==> config.mk <==
export PLATFORM = sky130hd
export DESIGN_NAME = xdma_chain
export DESIGN_NICKNAME = d
export VERILOG_FILES = /design/src/rtl/xdma_pkg.sv /design/src/rtl/xdma_regs.sv /design/src/rtl/xdma_pick.sv /design/src/rtl/xdma_engine.sv /design/src/rtl/xdma_chain.sv
export SDC_FILE = /design/constraint.sdc
export NUM_CORES = 1
export LEC_CHECK = 0
export ABC_AREA = 0
export BUFFER_PORTS_ARGS = -buffer_cell sky130_fd_sc_hd__buf_2
export CORE_MARGIN = 2
export CORE_UTILIZATION = 27
export CTS_CLUSTER_DIAMETER = 150
export DETAILED_ROUTE_END_ITERATION = 16
export PLACE_DENSITY = 0.51
export SLEW_MARGIN = 25
export SYNTH_ARGS = -nofsm -noshare
export SYNTH_HDL_FRONTEND = slang
export SYNTH_SLANG_ARGS = --single-unit
export TNS_END_PERCENT = 100
==> constraint.sdc <==
create_clock -name clk_i -period 7.3 [get_ports clk_i]
set_clock_uncertainty 0.15 [all_clocks]
set_input_delay 0.365 -clock clk_i [delete_from_list [all_inputs] [get_ports clk_i]]
set_output_delay 0.365 -clock clk_i [all_outputs]
set_load 0.005 [all_outputs]
==> src/rtl/xdma_pkg.sv <==
package xdma_pkg;
  localparam int WORD_W = 32;

  // descriptor word offsets (hardware walks them in this order)
  localparam int OFF_STAT = 0;
  localparam int OFF_CMD  = 1;
  localparam int OFF_CNT  = 2;
  localparam int OFF_NEXT = 3;
  localparam int OFF_DEST = 4;
  localparam int OFF_SRC0 = 5;

  localparam int CMD_VALID_BIT = 31;
  localparam int ACT_GO_BIT    = 0;

  localparam int RA_W = 3;
  localparam logic [RA_W-1:0] RA_CFG  = 3'd0;
  localparam logic [RA_W-1:0] RA_ACT  = 3'd1;
  localparam logic [RA_W-1:0] RA_NEXT = 3'd2;
  localparam logic [RA_W-1:0] RA_CUR  = 3'd3;
  localparam logic [RA_W-1:0] RA_DST  = 3'd4;
  localparam logic [RA_W-1:0] RA_SIZE = 3'd5;
  localparam logic [RA_W-1:0] RA_PLO  = 3'd6;
  localparam logic [RA_W-1:0] RA_PHI  = 3'd7;

  localparam logic [2:0] MODE_XOR  = 3'b001;
  localparam logic [2:0] MODE_COPY = 3'b010;
  localparam logic [2:0] MODE_FILL = 3'b100;

  typedef enum logic [2:0] {
    ST_IDLE, ST_FETCH, ST_PREP, ST_SRC, ST_WR, ST_STAT, ST_FILL
  } state_e;
endpackage

==> src/rtl/xdma_regs.sv <==
module xdma_regs
  import xdma_pkg::*;
#(
  parameter int CNT_W = 16
) (
  input  logic              clk_i,
  input  logic              rst_ni,
  input  logic              we_i,
  input  logic [RA_W-1:0]   addr_i,
  input  logic [WORD_W-1:0] wdata_i,
  input  logic              busy_i,
  input  logic [WORD_W-1:0] cur_desc_i,
  output logic [2:0]        mode_o,
  output logic [WORD_W-1:0] next_o,
  output logic [WORD_W-1:0] dest_o,
  output logic [CNT_W-1:0]  size_o,
  output logic [WORD_W-1:0] pat_lo_o,
  output logic [WORD_W-1:0] pat_hi_o,
  output logic              start_o,
  output logic [WORD_W-1:0] rdata_o
);
  logic [WORD_W-1:0] cfg_q, next_q, dest_q, size_q, plo_q, phi_q;

  always_ff @(posedge clk_i or negedge rst_ni) begin
    if (!rst_ni) begin
      cfg_q  <= '0;
      next_q <= '0;
      dest_q <= '0;
      size_q <= '0;
      plo_q  <= '0;
      phi_q  <= '0;
    end else if (we_i) begin
      case (addr_i)
        RA_CFG:  cfg_q  <= wdata_i;
        RA_NEXT: next_q <= wdata_i;
        RA_DST:  dest_q <= wdata_i;
        RA_SIZE: size_q <= wdata_i;
        RA_PLO:  plo_q  <= wdata_i;
        RA_PHI:  phi_q  <= wdata_i;
        default: ;
      endcase
    end
  end

  assign start_o  = we_i && (addr_i == RA_ACT) && wdata_i[ACT_GO_BIT] && !busy_i;
  assign mode_o   = cfg_q[2:0];
  assign next_o   = next_q;
  assign dest_o   = dest_q;
  assign size_o   = size_q[CNT_W-1:0];
  assign pat_lo_o = plo_q;
  assign pat_hi_o = phi_q;

  always_comb begin
    case (addr_i)
      RA_CFG:  rdata_o = cfg_q;
      RA_ACT:  rdata_o = {26'd0, 1'b0, busy_i, 4'd0};
      RA_NEXT: rdata_o = next_q;
      RA_CUR:  rdata_o = cur_desc_i;
      RA_DST:  rdata_o = dest_q;
      RA_SIZE: rdata_o = size_q;
      RA_PLO:  rdata_o = plo_q;
      default: rdata_o = phi_q;
    endcase
  end
endmodule

==> src/rtl/xdma_pick.sv <==
module xdma_pick #(
  parameter int N  = 8,
  parameter int IW = $clog2(N)
) (
  input  logic [N-1:0]  req_i,
  output logic [N-1:0]  onehot_o,
  output logic [IW-1:0] idx_o
);
  logic [N-1:0] below;

  for (genvar g = 0; g < N; g++) begin : g_below
    if (g == 0) begin : g_first
      assign below[g] = 1'b0;
    end else begin : g_rest
      assign below[g] = |req_i[g-1:0];
    end
  end

  assign onehot_o = req_i & ~below;

  always_comb begin
    idx_o = '0;
    for (int i = 0; i < N; i++) begin
      if (onehot_o[i]) idx_o = idx_o | IW'(i);
    end
  end
endmodule

==> src/rtl/xdma_engine.sv <==
module xdma_engine
  import xdma_pkg::*;
#(
  parameter int N_SRC = 8,
  parameter int CNT_W = 16
) (
  input  logic              clk_i,
  input  logic              rst_ni,
  input  logic              start_i,
  input  logic [2:0]        mode_i,
  input  logic [WORD_W-1:0] next_i,
  input  logic [WORD_W-1:0] dest_i,
  input  logic [CNT_W-1:0]  size_i,
  input  logic [WORD_W-1:0] pat_lo_i,
  input  logic [WORD_W-1:0] pat_hi_i,
  output logic              mem_req_o,
  output logic              mem_we_o,
  output logic [WORD_W-1:0] mem_addr_o,
  output logic [WORD_W-1:0] mem_wdata_o,
  input  logic [WORD_W-1:0] mem_rdata_i,
  output logic              busy_o,
  output logic [WORD_W-1:0] cur_desc_o,
  output logic              eoc_o
);
  localparam int DESC_W  = OFF_SRC0 + N_SRC;
  localparam int FIDX_W  = $clog2(DESC_W);
  localparam int WORDS_W = CNT_W - 1;
  localparam int IDX_W   = $clog2(N_SRC);

  state_e             state_q;
  logic [2:0]         run_mode_q;
  logic [WORD_W-1:0]  base_q, cur_q, nxt_q, dst_q, acc_q;
  logic [FIDX_W-1:0]  fidx_q;
  logic               cmd_valid_q, err_q, eoc_q;
  logic [N_SRC-1:0]   cmd_en_q, mask_q, init_mask, pick_oh;
  logic [IDX_W-1:0]   pick_idx;
  logic [CNT_W-1:0]   cnt_q;
  logic [WORDS_W-1:0] widx_q, nwords_q;
  logic [WORD_W-1:0]  src_q [N_SRC];
  logic [WORD_W-1:0]  word_off, fetch_off;

  function automatic logic [WORDS_W-1:0] to_words(input logic [CNT_W-1:0] b);
    logic [CNT_W:0] s;
    s = {1'b0, b} + (CNT_W+1)'(3);
    return s[CNT_W:2];
  endfunction

  xdma_pick #(.N(N_SRC), .IW(IDX_W)) u_pick (
    .req_i   (mask_q),
    .onehot_o(pick_oh),
    .idx_o   (pick_idx)
  );

  assign init_mask = (run_mode_q == MODE_XOR) ? cmd_en_q : N_SRC'(1);
  assign word_off  = {{(WORD_W-WORDS_W-2){1'b0}}, widx_q, 2'b00};
  assign fetch_off = {{(WORD_W-FIDX_W-2){1'b0}}, fidx_q, 2'b00};

  // source address capture, one register per slot
  for (genvar g = 0; g < N_SRC; g++) begin : g_src
    always_ff @(posedge clk_i or negedge rst_ni) begin
      if (!rst_ni) src_q[g] <= '0;
      else if (state_q == ST_FETCH && fidx_q == FIDX_W'(OFF_SRC0 + g)) src_q[g] <= mem_rdata_i;
    end
  end

  always_ff @(posedge clk_i or negedge rst_ni) begin
    if (!rst_ni) begin
      state_q     <= ST_IDLE;
      run_mode_q  <= '0;
      base_q      <= '0;
      cur_q       <= '0;
      nxt_q       <= '0;
      dst_q       <= '0;
      acc_q       <= '0;
      fidx_q      <= '0;
      cmd_valid_q <= 1'b0;
      cmd_en_q    <= '0;
      cnt_q       <= '0;
      err_q       <= 1'b0;
      mask_q      <= '0;
      widx_q      <= '0;
      nwords_q    <= '0;
      eoc_q       <= 1'b0;
    end else begin
      eoc_q <= 1'b0;
      case (state_q)
        ST_IDLE: begin
          if (start_i) begin
            if (mode_i == MODE_FILL) begin
              base_q   <= dest_i;
              widx_q   <= '0;
              nwords_q <= to_words(size_i);
              if (to_words(size_i) == '0) eoc_q <= 1'b1;
              else state_q <= ST_FILL;
            end else if ((mode_i == MODE_XOR || mode_i == MODE_COPY) && next_i != '0) begin
              run_mode_q <= mode_i;
              base_q     <= next_i;
              cur_q      <= next_i;
              fidx_q     <= FIDX_W'(OFF_CMD);
              state_q    <= ST_FETCH;
            end
          end
        end
        ST_FETCH: begin
          case (int'(fidx_q))
            OFF_CMD: begin
              cmd_valid_q <= mem_rdata_i[CMD_VALID_BIT];
              cmd_en_q    <= mem_rdata_i[N_SRC-1:0];
            end
            OFF_CNT:  cnt_q <= mem_rdata_i[CNT_W-1:0];
            OFF_NEXT: nxt_q <= mem_rdata_i;
            OFF_DEST: dst_q <= mem_rdata_i;
            default: ;
          endcase
          fidx_q <= fidx_q + 1'b1;
          if (fidx_q == FIDX_W'(DESC_W - 1)) state_q <= ST_PREP;
        end
        ST_PREP: begin
          err_q    <= (cnt_q == '0);
          nwords_q <= to_words(cnt_q);
          widx_q   <= '0;
          acc_q    <= '0;
          mask_q   <= init_mask;
          state_q  <= (cnt_q == '0 || !cmd_valid_q) ? ST_STAT : ST_SRC;
        end
        ST_SRC: begin
          if (|mask_q) begin
            acc_q  <= acc_q ^ mem_rdata_i;
            mask_q <= mask_q & ~pick_oh;
          end else begin
            state_q <= ST_WR;
          end
        end
        ST_WR: begin
          widx_q <= widx_q + 1'b1;
          acc_q  <= '0;
          mask_q <= init_mask;
          state_q <= (widx_q == nwords_q - 1'b1) ? ST_STAT : ST_SRC;
        end
        ST_STAT: begin
          if (nxt_q == '0) begin
            eoc_q   <= 1'b1;
            state_q <= ST_IDLE;
          end else begin
            base_q  <= nxt_q;
            cur_q   <= nxt_q;
            fidx_q  <= FIDX_W'(OFF_CMD);
            state_q <= ST_FETCH;
          end
        end
        ST_FILL: begin
          widx_q <= widx_q + 1'b1;
          if (widx_q == nwords_q - 1'b1) begin
            eoc_q   <= 1'b1;
            state_q <= ST_IDLE;
          end
        end
        default: state_q <= ST_IDLE;
      endcase
    end
  end

  always_comb begin
    mem_req_o   = 1'b0;
    mem_we_o    = 1'b0;
    mem_addr_o  = '0;
    mem_wdata_o = '0;
    case (state_q)
      ST_FETCH: begin
        mem_req_o  = 1'b1;
        mem_addr_o = base_q + fetch_off;
      end
      ST_SRC: begin
        mem_req_o  = |mask_q;
        mem_addr_o = src_q[pick_idx] + word_off;
      end
      ST_WR: begin
        mem_req_o   = 1'b1;
        mem_we_o    = 1'b1;
        mem_addr_o  = dst_q + word_off;
        mem_wdata_o = acc_q;
      end
      ST_STAT: begin
        mem_req_o   = 1'b1;
        mem_we_o    = 1'b1;
        mem_addr_o  = base_q;
        mem_wdata_o = WORD_W'(err_q);
      end
      ST_FILL: begin
        mem_req_o   = 1'b1;
        mem_we_o    = 1'b1;
        mem_addr_o  = base_q + word_off;
        mem_wdata_o = widx_q[0] ? pat_hi_i : pat_lo_i;
      end
      default: ;
    endcase
  end

  assign busy_o     = (state_q != ST_IDLE);
  assign cur_desc_o = cur_q;
  assign eoc_o      = eoc_q;
endmodule

==> src/rtl/xdma_chain.sv <==
module xdma_chain
  import xdma_pkg::*;
#(
  parameter int N_SRC = 8,
  parameter int CNT_W = 16
) (
  input  logic              clk_i,
  input  logic              rst_ni,
  input  logic              reg_we_i,
  input  logic [2:0]        reg_addr_i,
  input  logic [31:0]       reg_wdata_i,
  output logic [31:0]       reg_rdata_o,
  output logic              mem_req_o,
  output logic              mem_we_o,
  output logic [31:0]       mem_addr_o,
  output logic [31:0]       mem_wdata_o,
  input  logic [31:0]       mem_rdata_i,
  output logic              eoc_o
);
  logic              busy, start;
  logic [2:0]        mode;
  logic [WORD_W-1:0] next_ptr, fill_dst, pat_lo, pat_hi, cur_desc;
  logic [CNT_W-1:0]  fill_size;

  xdma_regs #(.CNT_W(CNT_W)) u_regs (
    .clk_i     (clk_i),
    .rst_ni    (rst_ni),
    .we_i      (reg_we_i),
    .addr_i    (reg_addr_i),
    .wdata_i   (reg_wdata_i),
    .busy_i    (busy),
    .cur_desc_i(cur_desc),
    .mode_o    (mode),
    .next_o    (next_ptr),
    .dest_o    (fill_dst),
    .size_o    (fill_size),
    .pat_lo_o  (pat_lo),
    .pat_hi_o  (pat_hi),
    .start_o   (start),
    .rdata_o   (reg_rdata_o)
  );

  xdma_engine #(.N_SRC(N_SRC), .CNT_W(CNT_W)) u_engine (
    .clk_i      (clk_i),
    .rst_ni     (rst_ni),
    .start_i    (start),
    .mode_i     (mode),
    .next_i     (next_ptr),
    .dest_i     (fill_dst),
    .size_i     (fill_size),
    .pat_lo_i   (pat_lo),
    .pat_hi_i   (pat_hi),
    .mem_req_o  (mem_req_o),
    .mem_we_o   (mem_we_o),
    .mem_addr_o (mem_addr_o),
    .mem_wdata_o(mem_wdata_o),
    .mem_rdata_i(mem_rdata_i),
    .busy_o     (busy),
    .cur_desc_o (cur_desc),
    .eoc_o      (eoc_o)
  );
endmodule

==> results.tsv, run 1 <==
stage	metric	value	unit
setup_path	Crit Reg-Reg Startpoint	u_engine.state_q[1]	
grt	global-route wire length before repair	187000	microns
sta	Final Hold Vio Count	0	
sta	FMAX	0.146	GHz
synthesis	Synthesized Nets	3387	
sta	unrepaired setup endpoints after global routing	no	
grt	Top Usage Layer GRT	met2	
layout	Multi-input gate area	0.0174	sq mm
grt	met2 Use GR	29.8	%
setup_path	Worst R2R End	u_engine.dst_q[26]	
sta	Rel. slew slack	25.2	%
floorplan	I/O pins	169	
layout	# fillers	13400	
grt	GRT Resource Usage Total	18.5	%
grt	number of global-route vias before repair	26900	
synthesis	synthesized area	0.0355	sq mm
drt	antenna-violating nets left	0	
drt	final WL	128000	microns
sta	setup ws final	0.462	ns
synthesis	synth warn	0	
drt	Vias/cell	5.18	
grt	GR Util met3	3.01	%
clock_network	CTS root buffer	clkbuf_16	
floorplan	Initial Util	27.1	%
worst_hold_path	hold worst-path end	u_engine.src_q[26]	
layout	fraction of layout cells with a size suffix above 1	28.9	%
setup_path	worst reg2reg path depth	6	
sta	setup TNS	0	ns
synthesis	Mean Syn Cell Area	10.8	sq um
synthesis	ranking of synthesized cells by area	dfrtp_1 (48%), mux2_2 (18%), nand2_1 (4.1%), mux2i_1 (3.3%), nor2_1 (2.2%)	
grt	met1 Use GR	25.6	%
worst_hold_path	Min-Delay Path Class	input port to flip-flop	
sta	Slew Viols, Final	0	
outcome	status	finished clean	
sta	Final Cycle Share	93.7	%
clock_network	CTS clock-pin slew for the worst setup and hold paths	0.06	ns
pwr	Leak Pwr	0.0171	uW
pwr	P per Cell Area	420	mW/mm^2
placed_design	detailed placement HPWL	86900	microns
synthesis	register bit total from synthesis	683	
synthesis	area leader, netlist	dfrtp_1	
grt	antenna violations before repair	11	
setup_path	critical path endpoint category	primary output	
synthesis	Post-synth ARST share	100	%
grt	GRT Residual Overflow	0	
sta	post-layout min period	6.84	ns
floorplan	die area	0.134	sq mm
setup_path	R2R setup slack	3.51	ns
drt	DR pass1 iterations	5	
placed_design	Routability Congestion	0.842	
sta	final setup vio count	0	
sta	worst slew pin tran	1.11	ns
setup_path	Worst Path Arrival	6.32	ns
floorplan	Die Width	367	microns
synthesis	synth unique cells	87	
synthesis	cell count after synthesis	3286	
floorplan	total core area	0.131	sq mm
placed_design	dpl ws	0.942	ns
synthesis	Synth top area share	48.2	%
clock_network	Sink Count	683	
layout	FF/Latch Area	0.0171	sq mm
setup_path	Worst Path Max Fanout	35	
setup_path	critical setup path kind	flip-flop to primary output	
clock_network	CTS max path bufs	3	
clock_network	worst skew pair latency	0.64	ns
drt	# DRC	0	
grt	largest net degree at the start of global routing	141	
drt	DRT iter0 DRCs	1963	
clock_network	CTS Buf Count	80	
layout	nets	3489	
floorplan	Die Ht	367	microns
pwr	VDD IR max	175	uV
drt	routed via count	27000	
synthesis	Main synth FF type	dfrtp_1	
placed_design	Port Buffer Count	168	
clock_network	H-tree lvl count	3	
layout	area grow syn2layout	16.4	%
worst_hold_path	hold path cells	3	
worst_hold_path	min-delay src	mem_rdata_i[26]	
drt	WL/cell	24.5	microns
flow_run	max capacitance violation total	0	
setup_path	critical path data required time	6.78	ns
setup_path	Worst Setup Start Kind	flip-flop	
synthesis	EDFF count, synth	0	
clock_network	CTS tree	built	
floorplan	number of placement rows	133	
synthesis	sequential area share after synthesis	48.2	%
-- routing by layer --
metal,wire [microns],vias up
met2,59000,769
met5,51,-
met4,3320,8
met1,58100,13900
met3,7010,173
li1,-,12100
-- worst max-delay path, stage by stage, from the launching register on --
cell and delay (ns):
dfrtp_1 0.45, or3_4 0.53, o21ai_4 0.71, buf_4 0.53
a221oi_1 0.11, nor3_1 0.17, a311oi_1 0.09, a21oi_1 0.19
ha_1 0.21, fa_1 0.23, nand3_1 0.09, nand2_1 0.11
a31oi_1 0.13, o21ai_0 0.49, a211oi_1 0.15, buf_4 0.22
nor3_2 0.32, nand3_2 0.15, or3b_1 0.41, a32o_1 0.24
buf_2 0.13
-- how the worst max path moves through the flow --
stage	end	cells past startpoint	from
final	mem_addr_o[30]	20	u_engine.mask_q[5]
after global routing	mem_addr_o[30]	20	u_engine.mask_q[5]
after CTS	mem_addr_o[30]	21	u_engine.mask_q[1]
after detailed placement	mem_addr_o[30]	21	u_engine.mask_q[1]
after global placement	mem_addr_o[30]	21	u_engine.mask_q[1]
after floorplan	mem_addr_o[30]	24	u_engine.mask_q[4]
-- sequential cells by signal, summed over array words and instances (netlist names), 15 cells and up --
signal               count
u_engine.dst_q          32
u_regs.cfg_q            32
u_engine.base_q         32
u_regs.dest_o           32
u_engine.acc_q          32
u_regs.pat_lo_o         32
u_engine.src_q         256
u_engine.cur_desc_o     32
u_engine.cnt_q          16
u_engine.nxt_q          32
u_regs.pat_hi_o         32
u_regs.size_q           32
u_regs.next_o           32
u_engine.widx_q         15
u_engine.nwords_q       15
-- cells in the final DEF, fill, tap and decap left out, types with 75 or more instances in the layout --
cell / n
mux2i_1: 117
a21oi_1: 145
clkbuf_16: 86
xor2_1: 75
nand2_1: 376
dfrtp_1: 681
buf_2: 166
mux2_2: 568
nor2_1: 199
o21ai_0: 144
-- per-stage QoR --
| step | area, sq um | power (uW) | hold slack (ns) | cells | utilization (%) |
|---|---|---|---|---|---|
| global placement | 38100 | 13000 | 0.312 | 5025 | 29.1 |
| floorplan | 35500 | 10700 | -0.0806 | 3286 | - |
| global route | 41300 | 18400 | 0.0593 | 5206 | 31.5 |
| detailed placement | 38100 | 13100 | 0.322 | 5026 | 29.1 |
| finish | 41300 | 17400 | 0.0338 | 5209 | 31.6 |
| CTS | 41300 | 17500 | 0.0145 | 5202 | 31.5 |
-- kinds of logic (layout without fill, tap and decap cells) --
family                   Yosys count  in the layout  synth area share (%)
AND/OR/NAND/NOR                  851            852                  10.8
adder cells (fa/ha/maj)           31             31                  1.14
XOR/XNOR                         139            139                  3.43
flip-flops                       683            683                  48.2
other                              0              5                     0
AO/OA/AOI/OAI                    615            615                  11.4
multiplexers                     693            693                  21.8
buffers and inverters            274            436                  3.20
-- report_power, final --
part	internal [uW]	total, uW	switching, uW
Clock	2590	4240	1660
Sequential	5290	6620	1330
Combinational	2810	6490	3680
Total	10700	17400	6670
-- cell type report --
type                    instances  share of cell area [%]
diodes                          5                  0.0303
clock buffers                 124                    6.11
clock inverters                19                   0.648
inverters                      31                   0.282
multi-input cells            2330                    42.1
flip-flops and latches        683                    41.4
well taps                    1755                    5.31
repair buffers                262                    4.13
-- cells in the mapped netlist, types with 59 or more instances --
cell,n
o21ai_0,144
mux2i_1,117
nor2_1,205
xor2_1,75
a221oi_1,59
clkbuf_1,169
a21oi_1,147
nand3_1,72
a211oi_1,65
mux2_2,568
dfrtp_1,683
nand2_1,387
xnor2_1,64
-- timing repair --
item	in CTS	in global routing
hold buffers	33	0
endpoints found under the setup margin	0	5
hold endpoints to repair	294	0
resized for setup	0	1
buffers inserted	0	0
Note: power is estimated with default switching activity, not from simulation.
==> run 2, diff against run 1 <==
--- a/config.mk
+++ b/config.mk
@@ -7,12 +7,12 @@
 export LEC_CHECK = 0
 export ABC_AREA = 0
 export BUFFER_PORTS_ARGS = -buffer_cell sky130_fd_sc_hd__buf_2
-export CORE_MARGIN = 2
+export CORE_MARGIN = 4
 export CORE_UTILIZATION = 27
 export CTS_CLUSTER_DIAMETER = 150
 export DETAILED_ROUTE_END_ITERATION = 16
 export PLACE_DENSITY = 0.51
-export SLEW_MARGIN = 25
+export SLEW_MARGIN = 20
 export SYNTH_ARGS = -nofsm -noshare
 export SYNTH_HDL_FRONTEND = slang
 export SYNTH_SLANG_ARGS = --single-unit
==> run 2 against run 1 <==
Net effect: power fell by 1.4%; cell count down 0.29%; combinational power decreased by 0.8%; flip-flop and latch count stayed put; sequential power hardly changed; cell area is 0.52% lower; die area rose by 2.2%; non-clock buffer count is 5 higher; critical endpoint is now mem_addr_o[31]; largest power group unchanged.
==> results.tsv, run 2 (synthesis gave the netlist of run 1 again) <==
stage	metric	value	unit	change
sta	Rel. slew slack	21.3	%	-3.9 points
layout	final core occ	31.6	%	+0.073 points
pwr	VDD IR max	212	uV	+21%
drt	DR pass1 iterations	5		unchanged
pwr	P per Cell Area	416	mW/mm^2	-0.90%
setup_path	Worst Path Arrival	6.19	ns	-0.13 ns
floorplan	Die Ht	371	microns	+1.1%
setup_path	Worst Path Buf+Inv	1		-2
layout	max reg flops	256		unchanged
clock_network	CTS tree	built		
clock_network	worst skew pair latency	0.64	ns	about the same
layout	fraction of layout cells with a size suffix above 1	28.7	%	-0.14 points
layout	register with the most flip-flops	u_engine.src_q		
clock_network	CTS Buf Count	77		-3.8%
drt	WL/cell	24.1	microns	-1.5%
pwr	internal power	10500	uW	-1.6%
pwr	Comb pwr share	37.6	%	+0.2 points
layout	commonest non-fill, non-tap cell in the layout	dfrtp_1		
sta	worst slew pin tran	1.17	ns	+0.0580 ns
clock_network	H-tree lvl count	3		unchanged
setup_path	Worst Setup Start Kind	flip-flop		
flow_run	max capacitance violation total	0		unchanged
grt	largest net degree at the start of global routing	154		+9.2%
placed_design	dpl ws	1.07	ns	+0.126 ns
clock_network	CTS max path bufs	3		unchanged
placed_design	detailed placement HPWL	85700	microns	-1.4%
worst_hold_path	Min-Delay Path Class	input port to flip-flop		
floorplan	I/O pins	169		unchanged
setup_path	crit-path max cell delay	0.56	ns	-0.15 ns
layout	cell area after layout	0.0411	sq mm	-0.52%
setup_path	Worst Path Max Fanout	57		+63%
clock_network	post-CTS setup repair buffer count	0		unchanged
sta	Final Hold Vio Count	0		unchanged
placed_design	Port Buffer Count	168		unchanged
sta	setup ws final	0.599	ns	+0.137 ns
setup_path	critical path data required time	6.78	ns	about the same
sta	final setup vio count	0		unchanged
pwr	Leak Pwr	0.0171	uW	-0.43%
drt	Vias/cell	5.23		+0.90%
drt	# DRC	0		unchanged
outcome	status	finished clean		
setup_path	crit-path most repeated cell	nand3_1		
pwr	Clock Power Share	23.8	%	-0.7 points
pwr	Net Sw Frac	38.5	%	+0.13 points
drt	routed via count	27100		+0.61%
placed_design	Post-DP Area	0.0381	sq mm	about the same
pwr	NetSw	6590	uW	-1.1%
sta	setup TNS	0	ns	unchanged
sta	post-layout min period	6.70	ns	-0.137 ns
layout	area grow syn2layout	15.8	%	
pwr	part of the power in registers	38.5	%	+0.4 points
setup_path	critical setup path kind	flip-flop to primary output		
layout	nets	3490		+0.029%
grt	GRT Resource Usage Total	17.9	%	-0.68 points
setup_path	CP top delay family	compound AO/OA/AOI/OAI gates		
grt	number of global-route vias before repair	26600		-0.97%
sta	FMAX	0.149	GHz	+2.1%
floorplan	Initial Util	27.3	%	+0.21 points
sta	unrepaired setup endpoints after global routing	no		
drt	DRT iter0 DRCs	2232		+14%
drt	antenna-violating nets left	0		unchanged
grt	GRT Residual Overflow	0		unchanged
clock_network	CTS clock-pin slew for the worst setup and hold paths	0.06	ns	about the same
sta	Slew Viols, Final	0		unchanged
floorplan	total core area	0.130	sq mm	-0.75%
floorplan	Die Width	371	microns	+1.1%
placed_design	Routability Congestion	0.863		+2.4%
sta	Final Cycle Share	91.8	%	-1.9 points
clock_network	CTS root buffer	clkbuf_16		
setup_path	CP cell instances	nor4_4 > nand3_1 > and2_4 > a221oi_1 > nor3_1 > a311oi_1 > a21oi_1 > ha_1 > nand3_1 > o211ai_1 > a21oi_1 > nor3_1 > o32a_1 > nor3b_4 > nand3_1 > o21ba_2 > o32ai_1 > buf_2		
clock_network	Sink Count	683		unchanged
layout	most frequent cells in the layout	dfrtp_1 (681), mux2_2 (568), nand2_1 (377)		
setup_path	CP max stage cell	dfrtp_1		
grt	antenna violations before repair	10		-1
grt	global-route wire length before repair	185000	microns	-1.2%
floorplan	die area	0.137	sq mm	+2.2%
drt	final WL	125000	microns	-1.7%
floorplan	number of placement rows	132		-0.75%
setup_path	critical path endpoint category	primary output		
## run 2: area by class of cell
class,count,area [sq um]
Fill cell,13300,88900
Tap cell,1742,2180
Clock inverter,31,387
Sequential cell,683,17100
Timing Repair Buffer,267,1720
Inverter,31,116
Clock buffer,107,2230
Antenna cell,4,10.0
Multi-Input combinational cell,2329,17400
## run 2: worst min-delay path: stages
cell and delay [ns]:
buf_2 0.20, nand2_1 0.11, xor2_1 0.06, nor2_1 0.07
## run 2: worst paths after layout
kind                                        start                      to  slack, ns  cells after the start
setup / recovery               u_engine.mask_q[0]          mem_addr_o[31]       0.60                     18
setup reg to reg              u_engine.state_q[1]      u_engine.src_q[76]       3.15                      9
hold reg to reg            u_engine.cur_desc_o[0]  u_engine.cur_desc_o[0]       0.33                      2
max in group asynchronous                  rst_ni     u_engine.src_q[100]       4.77                      4
hold / removal                    mem_rdata_i[28]      u_engine.acc_q[28]       0.06                      4
min in group asynchronous                  rst_ni     u_regs.pat_lo_o[11]       0.17                      2
## run 2: what timing repair did
action,4_1_cts,5_1_grt
hold endpoints to repair,272,0
gates resized for setup,0,0
hold buffers,34,0
## run 2: power groups by stage
| stage | Combinational (uW) | Clock (uW) | Sequential (uW) |
|---|---|---|---|
| after floorplan | 4590 | 0 | 6080 |
| after global placement | 6350 | 0 | 6620 |
| after detailed placement | 6440 | 0 | 6630 |
| after CTS | 6480 | 4160 | 6570 |
| after global routing | 7090 | 4300 | 6750 |
| final | 6440 | 4080 | 6590 |
## run 2: routing by layer
metal  vias to the layer above  GRT usage [%]  part of all wire, %
met3                       148           2.44                  4.9
met2                       734           28.7                   46
met1                     14200           25.4                   47
met4                         4           4.22                  2.2
met5                         -              0                0.021
li1                      12100              -                    -
## run 2: stage by stage
stage	power, uW	hold slack (ns)	cells
6_report	17100	0.0643	5194
5_1_grt	18100	0.0705	5190
4_1_cts	17200	0.0155	5190
3_5_place_dp	13100	0.285	5018
3_3_place_gp	13000	0.278	5018
2_1_floorplan	10700	-0.0806	3286
